[src/rtl/ami_bpv_pkg.sv]
package ami_bpv_pkg;

  typedef enum logic {
    MARK_NEG = 1'b0,
    MARK_POS = 1'b1
  } mark_pol_t;

  // Polarity of the next mark: alternate unless a violation is forced.
  function automatic mark_pol_t pick_pol(mark_pol_t last, logic violate);
    if (violate) return last;
    return (last == MARK_POS) ? MARK_NEG : MARK_POS;
  endfunction

  // Rail pair {pos, neg} for one bit at a given polarity.
  function automatic logic [1:0] rails_of(logic bit_one, mark_pol_t p);
    if (!bit_one) return 2'b00;
    return (p == MARK_POS) ? 2'b10 : 2'b01;
  endfunction

endpackage

[src/rtl/ami_arm_edge.sv]
module ami_arm_edge (
  input  logic clk,
  input  logic rst,
  input  logic req_i,
  output logic rise_o
);
  logic req_q;

  // Reset value 1: a level already high at reset release does not arm.
  always_ff @(posedge clk) begin
    if (rst) req_q <= 1'b1;
    else     req_q <= req_i;
  end

  assign rise_o = req_i & ~req_q;

  // an edge can never be reported on two consecutive edges
  a_r4_no_double_rise: assert property (@(posedge clk) disable iff (rst)
    rise_o |=> !rise_o);

endmodule

[src/rtl/ami_run_watch.sv]
module ami_run_watch #(
  parameter int RUN_LEN = 3
) (
  input  logic clk,
  input  logic rst,
  input  logic rise_i,
  input  logic bit_i,
  output logic fire_o,
  output logic pending_o
);
  localparam int CNT_W = (RUN_LEN > 2) ? $clog2(RUN_LEN) : 1;
  localparam logic [CNT_W-1:0] LAST_IDX = CNT_W'(RUN_LEN - 1);

  logic             armed;
  logic [CNT_W-1:0] run_cnt;

  assign fire_o    = armed & bit_i & (run_cnt == LAST_IDX);
  assign pending_o = armed;

  always_ff @(posedge clk) begin
    if (rst) begin
      armed   <= 1'b0;
      run_cnt <= '0;
    end else begin
      if (fire_o)      armed <= 1'b0;
      else if (rise_i) armed <= 1'b1;

      if (!armed || fire_o || !bit_i) run_cnt <= '0;
      else                            run_cnt <= run_cnt + 1'b1;
    end
  end

  // the run count stays below the run length
  a_r5_cnt_bound: assert property (@(posedge clk) disable iff (rst)
    run_cnt <= LAST_IDX);

  // a zero seen while armed restarts the run
  a_r5_zero_restarts: assert property (@(posedge clk) disable iff (rst)
    (armed && !bit_i) |=> (run_cnt == '0));

  // a firing always ends the pending period, even with a new edge
  a_r8_fire_disarms: assert property (@(posedge clk) disable iff (rst)
    fire_o |=> !armed);

endmodule

[src/rtl/ami_polarity_enc.sv]
module ami_polarity_enc
  import ami_bpv_pkg::*;
(
  input  logic clk,
  input  logic rst,
  input  logic bit_i,
  input  logic viol_i,
  output logic pos_o,
  output logic neg_o,
  output logic done_o
);
  mark_pol_t  last_pol;
  mark_pol_t  this_pol;
  logic [1:0] rails_nx;

  assign this_pol = pick_pol(last_pol, viol_i);
  assign rails_nx = rails_of(bit_i, this_pol);

  always_ff @(posedge clk) begin
    if (rst) begin
      last_pol <= MARK_NEG;
      pos_o    <= 1'b0;
      neg_o    <= 1'b0;
      done_o   <= 1'b0;
    end else begin
      if (bit_i) last_pol <= this_pol;
      pos_o  <= rails_nx[1];
      neg_o  <= rails_nx[0];
      done_o <= viol_i & bit_i;
    end
  end

  // rails are mutually exclusive
  a_r3_rails_exclusive: assert property (@(posedge clk) disable iff (rst)
    !(pos_o && neg_o));

  // a zero leaves both rails low in the next cycle
  a_r2_zero_quiet: assert property (@(posedge clk) disable iff (rst)
    !bit_i |=> (!pos_o && !neg_o));

  // a normal mark takes the opposite polarity of the previous mark
  a_r2_alternate: assert property (@(posedge clk) disable iff (rst)
    (bit_i && !viol_i) |=> (pos_o == ($past(last_pol) == MARK_NEG)));

  // a violating mark repeats the previous polarity
  a_r6_repeat_pol: assert property (@(posedge clk) disable iff (rst)
    (bit_i && viol_i) |=> (pos_o == ($past(last_pol) == MARK_POS)));

endmodule

[src/rtl/ami_bpv_tx.sv]
module ami_bpv_tx #(
  parameter int RUN_LEN = 3
) (
  input  logic clk,
  input  logic rst,
  input  logic data_in,
  input  logic inject_req,
  output logic pos_rail,
  output logic neg_rail,
  output logic inject_pending,
  output logic inject_done
);
  logic rise_evt;
  logic fire_evt;

  ami_arm_edge u_edge (
    .clk    (clk),
    .rst    (rst),
    .req_i  (inject_req),
    .rise_o (rise_evt)
  );

  ami_run_watch #(.RUN_LEN(RUN_LEN)) u_run (
    .clk       (clk),
    .rst       (rst),
    .rise_i    (rise_evt),
    .bit_i     (data_in),
    .fire_o    (fire_evt),
    .pending_o (inject_pending)
  );

  ami_polarity_enc u_enc (
    .clk    (clk),
    .rst    (rst),
    .bit_i  (data_in),
    .viol_i (fire_evt),
    .pos_o  (pos_rail),
    .neg_o  (neg_rail),
    .done_o (inject_done)
  );

  // pending only rises after a detected request edge
  a_r7_pending_from_edge: assert property (@(posedge clk) disable iff (rst)
    $rose(inject_pending) |-> $past(rise_evt));

  // done and pending are never high together
  a_r7_done_ends_pending: assert property (@(posedge clk) disable iff (rst)
    inject_done |-> !inject_pending);

  // done carries a mark on the rails
  a_r7_done_with_mark: assert property (@(posedge clk) disable iff (rst)
    inject_done |-> (pos_rail || neg_rail));

endmodule

[config.mk]
export PLATFORM = sky130hd
export DESIGN_NAME = ami_bpv_tx
export DESIGN_NICKNAME = d
export VERILOG_FILES = /design/src/rtl/ami_bpv_pkg.sv /design/src/rtl/ami_arm_edge.sv /design/src/rtl/ami_run_watch.sv /design/src/rtl/ami_polarity_enc.sv /design/src/rtl/ami_bpv_tx.sv
export SDC_FILE = /design/constraint.sdc
export NUM_CORES = 1
export LEC_CHECK = 0
export ABC_AREA = 0
export BUFFER_PORTS_ARGS = -buffer_cell sky130_fd_sc_hd__buf_2
export CORE_AREA = 2 2 39 41
export DETAILED_ROUTE_END_ITERATION = 16
export DIE_AREA = 0 0 41 43
export GPL_TIMING_DRIVEN = 0
export PLACE_DENSITY = 0.52
export SYNTH_ARGS = -nofsm -noshare
export SYNTH_HDL_FRONTEND = slang
export SYNTH_SLANG_ARGS = --single-unit
[constraint.sdc]
create_clock -name clk -period 1.66 [get_ports clk]
set_clock_uncertainty 0.05 [all_clocks]
set_input_delay 0.166 -clock clk [delete_from_list [all_inputs] [get_ports clk]]
set_output_delay 0.166 -clock clk [all_outputs]
set_load 0.005 [all_outputs]
==> flow_summary.json <==
{
  "status": "complete, no violations",
  "cellPowerDensity_nw_per_um2": 1010,
  "gp_congestion": 0.682,
  "grt_pass1_wl_um": 793,
  "seq_area_frac_synth": 0.533,
  "cts_setup_buffers": 0,
  "fin_tns_setup_ns": 0,
  "min_period_over_period": 0.820,
  "clock.fmax_ghz": 0.735,
  "first_iter_violations": 3,
  "leakage_uw": 0.000161,
  "final_nets": 44,
  "antenna_found_initial": 0,
  "max_slew.worst_pin.slew_ns": 0.205,
  "drv_slew": 0,
  "area_delta_synth_final_pct": 25.8,
  "clock-sinks": 8,
  "htree_levels": 1,
  "syn_area_per_cell_um2": 11.1,
  "wl_met1_um": 204,
  "cts_made_buffers": 3,
  "synth_nets": 32,
  "setup_ws_ns": 0.299,
  "dieWidth_um": 41,
  "end_kind": "flop",
  "setup_viol": 0,
  "overflow": 0,
  "wire_per_inst_um": 8.51,
  "die_area_um2": 1760,
  "num_antenna_cells": 0,
  "clk-insertion-delay-late_ns": 0.25,
  "hpwl_um": 337,
  "synthCells": 27,
  "placedInstanceArea_um2": 355,
  "pre_cts_slack_ns": 0.302,
  "rows": 14,
  "multiInputGateArea_um2": 136,
  "synth.distinct_cells": 18,
  "io_buffers": 7,
  "critPathRequiredTime_ns": 1.75,
  "critical_path_class": "reg -> reg",
  "cts.clk_slew.worst_paths_ns": 0.05,
  "design_area_um2": 378,
  "cts_hold_buf": 0,
  "rsz0062_at_grt": "no",
  "route.met2.wl_um": 188,
  "max-slew-margin-rel": 0.862,
  "register_area_um2": 160,
  "arrival_ns": 1.45,
  "io_pins": 8,
  "clockBufferDepth": 2,
  "maxCapViolCount": 0,
  "crit_fanout": 7,
  "drive_gt1_frac": 0.405,
  "wl_um": 451,
  "grt_pass1_vias": 190,
  "hp-class": "in -> reg",
  "cts_tree": "built",
  "vias_per_cell": 4.11,
  "synth_warnings": 0,
  "vias": 218,
  "cp-start-kind": "flop",
  "antenna_left": 0,
  "die_h_um": 43,
  "wl_met3_um": 51,
  "post_cts_resized": 0,
  "initial_utilization": 0.217,
  "finalHoldViolations": 0,
  "grtUsageTotal": 0.0757,
  "ir_drop_mv": 0.382,
  "top_layer": "met4",
  "min_period_ns": 1.36,
  "grt_max_degree": 9,
  "cts_root_buffer": "clkbuf_4",
  "remaining_drc_errors": 0,
  "synth.cell_area_um2": 300,
  "drtPass1Iterations": 2,
  "synth-seq-cells": 8,
  "core-area_um2": 1380,
  "nFillCells": 150
}
==> cells in the final DEF, fill, tap and decap left out <==
master / netlist / routed
and3b_1: 1 / 1
clkbuf_4: 0 / 3
nand2_1: 1 / 1
or3b_1: 1 / 1
mux2_2: 1 / 1
nand3b_1: 1 / 1
nor4_1: 2 / 2
a21oi_1: 1 / 1
ha_1: 1 / 1
a21oi_2: 1 / 1
nor3b_1: 1 / 1
nand2b_1: 1 / 1
a21bo_2: 2 / 2
nor2_1: 1 / 1
or2_2: 1 / 1
dfxtp_1: 8 / 8
a21boi_0: 1 / 1
nor2b_1: 1 / 1
inv_1: 1 / 1
buf_2: 0 / 7
==> sequential cells by signal (all words and copies together) (netlist names) <==
signal           cells
u_run.pending_o      1
u_enc.done_o         1
u_enc.pos_o          1
u_enc.last_pol       1
u_enc.neg_o          1
u_run.run_cnt        2
u_edge.req_q         1
==> routing by layer <==
layer  track usage  up-vias
met4        0.0400        0
met2        0.0844        8
met3        0.0785        2
li1              -      117
met5             0        -
met1        0.0882       91
==> power breakdown <==
group	switching [µW]	internal, µW
clock	63.6	82.5
combinational	11.6	17.6
sequential	4.48	200
total	79.7	300
==> critical path: stages (launching register included) <==
cell and delay (ns):
dfxtp_1 0.33, inv_1 0.05, ha_1 0.26, a21boi_0 0.22
mux2_2 0.35
==> through the flow <==
stage | total power (µW) | utilization | cells | hold slack (ns)
2_1_floorplan | 226 | - | 27 | 0.178
3_3_place_gp | 238 | 0.257 | 50 | 0.315
3_5_place_dp | 238 | 0.257 | 50 | 0.317
4_1_cts | 391 | 0.273 | 53 | 0.0498
5_1_grt | 410 | 0.273 | 53 | 0.0479
6_report | 380 | 0.273 | 53 | 0.0579
==> final cells by class <==
class / instances / share of cell area
tap: 16 / 0.0530
clock buffer: 3 / 0.0596
inverter: 1 / 0.00993
multi-input combinational: 18 / 0.361
timing repair buffer: 7 / 0.0927
sequential: 8 / 0.424
==> cells in the mapped netlist <==
cell / count / area share
or2_2: 1 / 0.021
a21oi_2: 1 / 0.029
nor2_1: 1 / 0.012
dfxtp_1: 8 / 0.53
mux2_2: 1 / 0.037
or3b_1: 1 / 0.029
nand2b_1: 1 / 0.021
a21oi_1: 1 / 0.017
nand3b_1: 1 / 0.025
ha_1: 1 / 0.042
a21boi_0: 1 / 0.025
nor4_1: 2 / 0.042
nor3b_1: 1 / 0.025
and3b_1: 1 / 0.029
nor2b_1: 1 / 0.021
a21bo_2: 2 / 0.067
inv_1: 1 / 0.012
nand2_1: 1 / 0.012
==> path summary, 6_finish.rpt <==
check	from	end	slack (ns)	depth (start not counted)
setup / recovery	u_run.run_cnt[0]$_SDFF_PP0_	u_enc.last_pol$_SDFFE_PP0P_	0.30	4
hold / removal	inject_req	u_edge.req_q$_SDFF_PP1_	0.06	2
setup reg to reg	u_run.run_cnt[0]$_SDFF_PP0_	u_enc.last_pol$_SDFFE_PP0P_	0.30	4
hold reg to reg	u_run.run_cnt[0]$_SDFF_PP0_	u_run.run_cnt[0]$_SDFF_PP0_	0.38	1
==> kinds of logic (layout without fill, tap and decap cells) <==
| family | count (synthesis) | count (layout) | synth area share |
|---|---|---|---|
| AOI/OAI and AO/OA | 5 | 5 | 0.138 |
| adders and majority gates | 1 | 1 | 0.0417 |
| DFF | 8 | 8 | 0.533 |
| and+or+nand+nor | 11 | 11 | 0.238 |
| muxes | 1 | 1 | 0.0375 |
| buffers and inverters | 1 | 11 | 0.0125 |
No activity file was read; power rests on OpenSTA's default activity.
